==> src/rtl/spi_mm_pkg.sv <==
package spi_mm_pkg;
  localparam int DATA_W = 32;
  localparam int ADDR_W = 5;
  localparam int MAX_BITS = 16;
  localparam int CODE_W = 5;
  localparam int HALF_W = 4;

  localparam logic [ADDR_W-1:0] ADDR_CTRL  = 5'h00;
  localparam logic [ADDR_W-1:0] ADDR_CFG   = 5'h04;
  localparam logic [ADDR_W-1:0] ADDR_TX    = 5'h08;
  localparam logic [ADDR_W-1:0] ADDR_RX    = 5'h0C;
  localparam logic [ADDR_W-1:0] ADDR_CAUSE = 5'h10;

  localparam int WIDE_BIT = 5;
  localparam logic [CODE_W-1:0] CODE_MIN = 5'h12;
  localparam logic [CODE_W-1:0] CODE_BASE = 5'h10;

  // strobes from the sequencer to the datapath
  typedef struct packed {
    logic load;    // word accepted, load shifter
    logic sample;  // rising SCK: capture miso
    logic shift;   // falling SCK: advance shifter
    logic finish;  // last falling SCK: publish result
  } spiStrobe_t;
endpackage

==> src/rtl/spi_mm_ctrl.sv <==
module spi_mm_ctrl
  import spi_mm_pkg::*;
(
  input  logic              clk,
  input  logic              rstN,
  input  logic              txReq,
  input  logic              cfgWide,
  input  logic [CODE_W-1:0] cfgCode,
  output spiStrobe_t        stb,
  output logic              sck,
  output logic              busy,
  output logic              wideQ
);
  localparam int CNT_W = $clog2(MAX_BITS);

  logic [HALF_W-1:0] halfSel;
  logic [HALF_W-1:0] halfQ;
  logic [HALF_W-1:0] halfCnt;
  logic [CNT_W-1:0]  bitCnt;
  logic              tick;
  logic [CODE_W-1:0] codeOff;

  assign codeOff = cfgCode - CODE_BASE;
  assign halfSel = (cfgCode < CODE_MIN) ? HALF_W'(2) : codeOff[HALF_W-1:0];
  assign tick    = busy && (halfCnt == '0);

  always_comb begin
    stb        = '0;
    stb.load   = txReq && !busy;
    stb.sample = tick && !sck;
    stb.shift  = tick && sck && (bitCnt != '0);
    stb.finish = tick && sck && (bitCnt == '0);
  end

  always_ff @(posedge clk or negedge rstN) begin
    if (!rstN) begin
      busy    <= 1'b0;
      sck     <= 1'b0;
      wideQ   <= 1'b0;
      halfQ   <= '0;
      halfCnt <= '0;
      bitCnt  <= '0;
    end else if (stb.load) begin
      busy    <= 1'b1;
      sck     <= 1'b0;
      wideQ   <= cfgWide;
      halfQ   <= halfSel;
      halfCnt <= halfSel - HALF_W'(1);
      bitCnt  <= cfgWide ? CNT_W'(MAX_BITS - 1) : CNT_W'(MAX_BITS/2 - 1);
    end else if (busy) begin
      if (tick) begin
        halfCnt <= halfQ - HALF_W'(1);
        sck     <= !sck;
        if (stb.finish) busy <= 1'b0;
        if (stb.shift) bitCnt <= bitCnt - CNT_W'(1);
      end else begin
        halfCnt <= halfCnt - HALF_W'(1);
      end
    end
  end
endmodule

==> src/rtl/spi_mm_dp.sv <==
module spi_mm_dp
  import spi_mm_pkg::*;
(
  input  logic              clk,
  input  logic              rstN,
  input  logic [ADDR_W-1:0] busAddr,
  input  logic              busWe,
  input  logic [DATA_W-1:0] busWdata,
  output logic [DATA_W-1:0] busRdata,
  input  spiStrobe_t        stb,
  input  logic              busy,
  input  logic              wideQ,
  input  logic              miso,
  output logic              mosi,
  output logic              csN,
  output logic              txReq,
  output logic              cfgWide,
  output logic [CODE_W-1:0] cfgCode,
  output logic              causeFlag,
  output logic [MAX_BITS-1:0] txHold
);
  logic                csBit;
  logic [DATA_W-1:0]   cfgReg;
  logic [MAX_BITS-1:0] rxData;
  logic [MAX_BITS-1:0] shReg;
  logic [MAX_BITS-1:0] shNext;
  logic                rxBit;

  assign txReq   = busWe && (busAddr == ADDR_TX);
  assign cfgWide = cfgReg[WIDE_BIT];
  assign cfgCode = cfgReg[CODE_W-1:0];
  assign csN     = !csBit;
  assign shNext  = {shReg[MAX_BITS-2:0], rxBit};
  assign mosi    = busy && (wideQ ? shReg[MAX_BITS-1] : shReg[MAX_BITS/2-1]);

  always_ff @(posedge clk or negedge rstN) begin
    if (!rstN) begin
      csBit     <= 1'b0;
      cfgReg    <= '0;
      txHold    <= '0;
      rxData    <= '0;
      shReg     <= '0;
      rxBit     <= 1'b0;
      causeFlag <= 1'b0;
    end else begin
      if (busWe && busAddr == ADDR_CTRL) csBit <= busWdata[0];
      if (busWe && busAddr == ADDR_CFG) cfgReg <= busWdata;
      if (stb.load) begin
        txHold <= busWdata[MAX_BITS-1:0];
        shReg  <= busWdata[MAX_BITS-1:0];
      end
      if (stb.sample) rxBit <= miso;
      if (stb.shift) shReg <= shNext;
      if (stb.finish) begin
        rxData <= wideQ ? shNext : {{(MAX_BITS/2){1'b0}}, shNext[MAX_BITS/2-1:0]};
        causeFlag <= 1'b1;
      end else if (busWe && busAddr == ADDR_CAUSE) begin
        causeFlag <= 1'b0;
      end
    end
  end

  always_comb begin
    case (busAddr)
      ADDR_CTRL:  busRdata = {{(DATA_W-1){1'b0}}, csBit};
      ADDR_CFG:   busRdata = cfgReg;
      ADDR_TX:    busRdata = {{(DATA_W-MAX_BITS){1'b0}}, txHold};
      ADDR_RX:    busRdata = {{(DATA_W-MAX_BITS){1'b0}}, rxData};
      ADDR_CAUSE: busRdata = {{(DATA_W-1){1'b0}}, causeFlag};
      default:    busRdata = '0;
    endcase
  end
endmodule

==> src/rtl/spi_mm_master.sv <==
module spi_mm_master
  import spi_mm_pkg::*;
(
  input  logic              clk,
  input  logic              rstN,
  input  logic [ADDR_W-1:0] busAddr,
  input  logic              busWe,
  input  logic [DATA_W-1:0] busWdata,
  output logic [DATA_W-1:0] busRdata,
  output logic              sck,
  output logic              mosi,
  input  logic              miso,
  output logic              csN
);
  spiStrobe_t          stb;
  logic                busy;
  logic                wideQ;
  logic                txReq;
  logic                cfgWide;
  logic [CODE_W-1:0]   cfgCode;
  logic                causeFlag;
  logic [MAX_BITS-1:0] txHold;

  spi_mm_ctrl u_ctrl (
    .clk(clk), .rstN(rstN), .txReq(txReq), .cfgWide(cfgWide),
    .cfgCode(cfgCode), .stb(stb), .sck(sck), .busy(busy), .wideQ(wideQ)
  );

  spi_mm_dp u_dp (
    .clk(clk), .rstN(rstN), .busAddr(busAddr), .busWe(busWe),
    .busWdata(busWdata), .busRdata(busRdata), .stb(stb), .busy(busy),
    .wideQ(wideQ), .miso(miso), .mosi(mosi), .csN(csN), .txReq(txReq),
    .cfgWide(cfgWide), .cfgCode(cfgCode), .causeFlag(causeFlag),
    .txHold(txHold)
  );
endmodule

==> config.mk <==
export PLATFORM = sky130hd
export DESIGN_NAME = spi_mm_master
export DESIGN_NICKNAME = d
export VERILOG_FILES = /design/src/rtl/spi_mm_pkg.sv /design/src/rtl/spi_mm_ctrl.sv /design/src/rtl/spi_mm_dp.sv /design/src/rtl/spi_mm_master.sv
export SDC_FILE = /design/constraint.sdc
export NUM_CORES = 1
export LEC_CHECK = 0
export BUFFER_PORTS_ARGS = -buffer_cell sky130_fd_sc_hd__clkbuf_2
export CAP_MARGIN = 20
export CELL_PAD_IN_SITES_DETAIL_PLACEMENT = 0
export CELL_PAD_IN_SITES_GLOBAL_PLACEMENT = 2
export CORE_MARGIN = 2
export CORE_UTILIZATION = 32
export CTS_CLUSTER_DIAMETER = 50
export CTS_CLUSTER_SIZE = 40
export DETAILED_ROUTE_END_ITERATION = 10
export PLACE_DENSITY_LB_ADDON = 0.1
export SETUP_SLACK_MARGIN = 0.3
export SYNTH_ARGS = -nofsm -noshare
export SYNTH_HDL_FRONTEND = slang
export SYNTH_SLANG_ARGS = --single-unit
==> constraint.sdc <==
create_clock -name clk -period 1.9 [get_ports clk]
set_input_delay 0.19 -clock clk [delete_from_list [all_inputs] [get_ports clk]]
set_output_delay 0.19 -clock clk [all_outputs]
set_load 0.02 [all_outputs]
==> results.txt <==
----------------------------------------------------
[Layout]
  Layout overhead on the synthesized area ... 31.2%
  Highest-count cells in the layout ignoring fill and taps ... sky130_fd_sc_hd__nand2_1 (115), sky130_fd_sc_hd__dfrtp_1 (98), sky130_fd_sc_hd__clkbuf_2 (68)
  Leading cell type in the layout, fill and taps excluded ... sky130_fd_sc_hd__nand2_1
  Ratio of cells with drive above 1 in the final layout ... 0.415
  Final instance count without filler cells ... between 700 and 800
  Fill count ... between 1000 and 1500
  Number of nets in the layout ... between 500 and 600
  Antenna diode instance count ... 0

[Clock network]
  Clk Latency, worst-skew pair ... between 0.3 and 0.4 ns
  Clock tree from TritonCTS ... done
  H-tree Lvls ... 3
  CTS Root Cell ... sky130_fd_sc_hd__clkbuf_16
  Worst-case clock buffer depth ... 2
  CTS Buf Count ... 9
  CTS clock-pin slew for the worst setup and hold paths ... ~0.070 ns
  Sink Count ... 98

[Logic synthesis]
  Top cell type's share of synthesized area ... 0.530
  Area of the mapped netlist ... approximately 0.0046 mm²
  Asr flop ratio synth ... 1.00
  Total of flip-flops plus latches after synthesis ... a little under 100
  Synthesis warning total ... 0
  Most used flip-flop cell after synthesis ... sky130_fd_sc_hd__dfrtp_1
  Synth Net Count ... 490
  Sequential share of the synthesized area ... 0.530
  Number of enable-type register cells in the synthesized netlist ... 0
  Unique masters post-synth ... 56
  Leading area contributor after synthesis ... sky130_fd_sc_hd__dfrtp_1
  Syn_area_per_cell ... a little over 10 µm²
  Dominant cells by area after synthesis ... sky130_fd_sc_hd__dfrtp_1 (53%), sky130_fd_sc_hd__mux2_2 (11%), sky130_fd_sc_hd__nand2_1 (11%)
  Gate Count Post-Synth ... between 400 and 500

[Global routing]
  Largest net degree at the start of global routing ... 37
  Total global routing track utilization ... 0.168
  Overall overflow remaining after global route ... 0
  Vias in the first global route ... approximately 3700
  Wire length of the first global-routing pass ... roughly 20000 µm
  Initial antenna violation count ... 0

[Place]
  DP Wirelength ... approximately 8400 µm
  Port Buffers ... 75
  Cell Count Post-Placement ... ~700
  RePlAce Congestion ... 0.775

[Detailed routing]
  Average via count per standard cell ... 4.92
  Total wire length after detailed routing ... between 10000 and 15000 µm
  WL met2 ... 5720 µm
  Post-route ant nets ... 0
  # DRC ... 0
  Met3 Wirelength ... 466 µm
  Highest routed metal layer ... met4
  Post-detailed-route wirelength per cell ... roughly 17 µm
  Wire length the detailed router placed on met1 ... around 6400 µm
  Via Count ... approximately 3600
  Initial DRC Count ... about 160
  Number of optimization iterations in the first detailed-route pass ... 4

[Run]
  Max cap viols ... 0

[Floorplan]
  Floorplan die width ... 124 µm
  Die ar. ... about 0.015 mm²
  Initial standard-cell utilization of the core ... 0.331
  DIE HEIGHT ... ~120 µm
  Placeable core region ... approximately 0.014 mm²
  Number of top-level design ports ... 76
  Total number of placement rows ... 43

[Worst setup path]
  Launching element type of the critical path ... flip-flop
  Maximum fanout encountered on the critical timing path ... 5
  R2r setup slk ... a little under 0.1 ns
  Crit path cell chain ... and4bb_4, nand3_4, o22a_1, ha_4, xnor2_1, mux2_4
  Top cell family by delay on the critical path ... simple AND/OR/NAND/NOR gates
  Slowest stage cell on the critical path ... sky130_fd_sc_hd__dfrtp_1
  CP bufs+invs ... 0
  Type of element capturing the critical path ... flip-flop
  CP Class ... reg2reg
  Delay contributed by the slowest stage of the critical path ... approximately 0.42 ns
  Data required time at the worst endpoint ... 2.13 ns
  Arrival time of the worst setup path ... roughly 2.0 ns

[Timing]
  Final Max Tran Viols ... 0
  Shortest period the worst path allows ... about 1.8 ns
  Setup TNS ... 0 ns
  Max-slew headroom ... 0.662
  Clock skew ... 0.00734 ns
  Final Hold Viols ... 0
  Final clock period utilization by the worst path ... 0.949
  Final setup violation count ... 0
  RSZ-0062 raised after global routing ... yes
  Tightest Pin Transition ... 0.507 ns
  Achievable Freq ... ~550 MHz

[Power]
  Largest voltage drop on the vdd net ... ~0.43 mV
  Power per cell area ... around 1100 mW/mm²
  Leakage Power ... about 0.0030 µW

[Min path]
  Class of the most critical hold timing path ... in2reg

[Status]
  Status ... finished, final reports clean

----------------------------------------------------
[state kept, by name, indices dropped and copies added, names as in the netlist]
register,flops
u_ctrl.sck,1
u_dp.causeFlag,1
u_ctrl.busy,1
u_ctrl.halfQ,4
u_ctrl.halfCnt,4
u_dp.csBit,1
u_dp.cfgReg,32
u_ctrl.wideQ,1
u_dp.rxData,16
u_dp.rxBit,1
u_dp.txHold,16
u_ctrl.bitCnt,4
u_dp.shReg,16
[cell usage after synthesis, types with 4 or more instances]
library cell and instances:
sky130_fd_sc_hd__dfrtp_1 98, sky130_fd_sc_hd__mux2_1 4, sky130_fd_sc_hd__and3_1 17, sky130_fd_sc_hd__o21ai_0 15
sky130_fd_sc_hd__buf_2 8, sky130_fd_sc_hd__nor2_1 19, sky130_fd_sc_hd__a22oi_1 23, sky130_fd_sc_hd__inv_1 6
sky130_fd_sc_hd__nand2_1 131, sky130_fd_sc_hd__mux2_2 46, sky130_fd_sc_hd__nand3_1 9, sky130_fd_sc_hd__clkbuf_1 12
[cell type report]
cell class	count	area [µm²]	area share
clock buffer	12	246	0.0406
clock inverter	3	40.0	0.00660
inverter	7	26.3	0.00433
multi-input combinational	317	2230	0.368
sequential	98	2450	0.404
tap	180	225	0.0371
timing repair buffer	120	848	0.140
[worst register-to-register path, cell delays in order, from the launching register on]
cell                       delay [ns]
sky130_fd_sc_hd__dfrtp_1         0.42
sky130_fd_sc_hd__and4bb_4        0.35
sky130_fd_sc_hd__nand3_4         0.10
sky130_fd_sc_hd__o22a_1          0.27
sky130_fd_sc_hd__ha_4            0.18
sky130_fd_sc_hd__xnor2_1         0.11
sky130_fd_sc_hd__mux2_4          0.26
[cells by family after synthesis]
| kind of cell | synth area share |
|---|---|
| simple gates | 0.203 |
| flops | 0.530 |
| compound gates | 0.0944 |
| mux | 0.128 |
| buf+inv | 0.0338 |
| xor+xnor | 0.00568 |
| fa+ha+maj | 0.00541 |
[path summary, 6_finish.rpt]
check / to / depth (start not counted) / start
setup / recovery: u_ctrl.halfCnt[2] / 6 / u_ctrl.busy
hold reg to reg: u_dp.txHold[6] / 2 / u_dp.txHold[6]
min in group asynchronous: u_ctrl.busy / 2 / rstN
hold / removal: u_dp.cfgReg[29] / 2 / busWdata[29]
max in group asynchronous: u_dp.cfgReg[17] / 3 / rstN
setup reg to reg: u_ctrl.halfCnt[2] / 6 / u_ctrl.busy
[per-layer routing]
layer	track usage	up-vias
met4	0.0575	0
met1	0.247	1788
li1	-	1755
met2	0.248	74
met3	0.0318	11
met5	0	-
[where the power goes]
part	switching, µW	leakage, µW	internal [µW]
combinational	767	0.00162	888
sequential	452	0.00126	2570
clock	765	0.000142	1050
total	1980	0.00302	4510
[per-stage QoR]
| stage | utilization | total power, µW | hold slack [ns] | setup WS, ns | instance area, µm² |
|---|---|---|---|---|---|
| floorplan | - | 3780 | -0.106 | 0.156 | 4650 |
| global placement | 0.385 | 4270 | 0.201 | 0.108 | 5380 |
| detailed placement | 0.385 | 4300 | 0.203 | 0.0755 | 5380 |
| CTS | 0.416 | 6230 | 0.0417 | 0.0922 | 5820 |
| global route | 0.434 | 6910 | 0.0602 | 0.0516 | 6070 |
| finish | 0.434 | 6490 | 0.0539 | 0.0974 | 6070 |
[repair_timing]
item                       CTS  global route
hold endpoints to repair    33             0
hold buffers                 1             0
resized for setup           12            53
setup endpoints to repair   35            45
buffers inserted             8             7
gates cloned                 1             1
pin swaps                    5            18
Note: power is estimated with default switching activity, not from simulation.
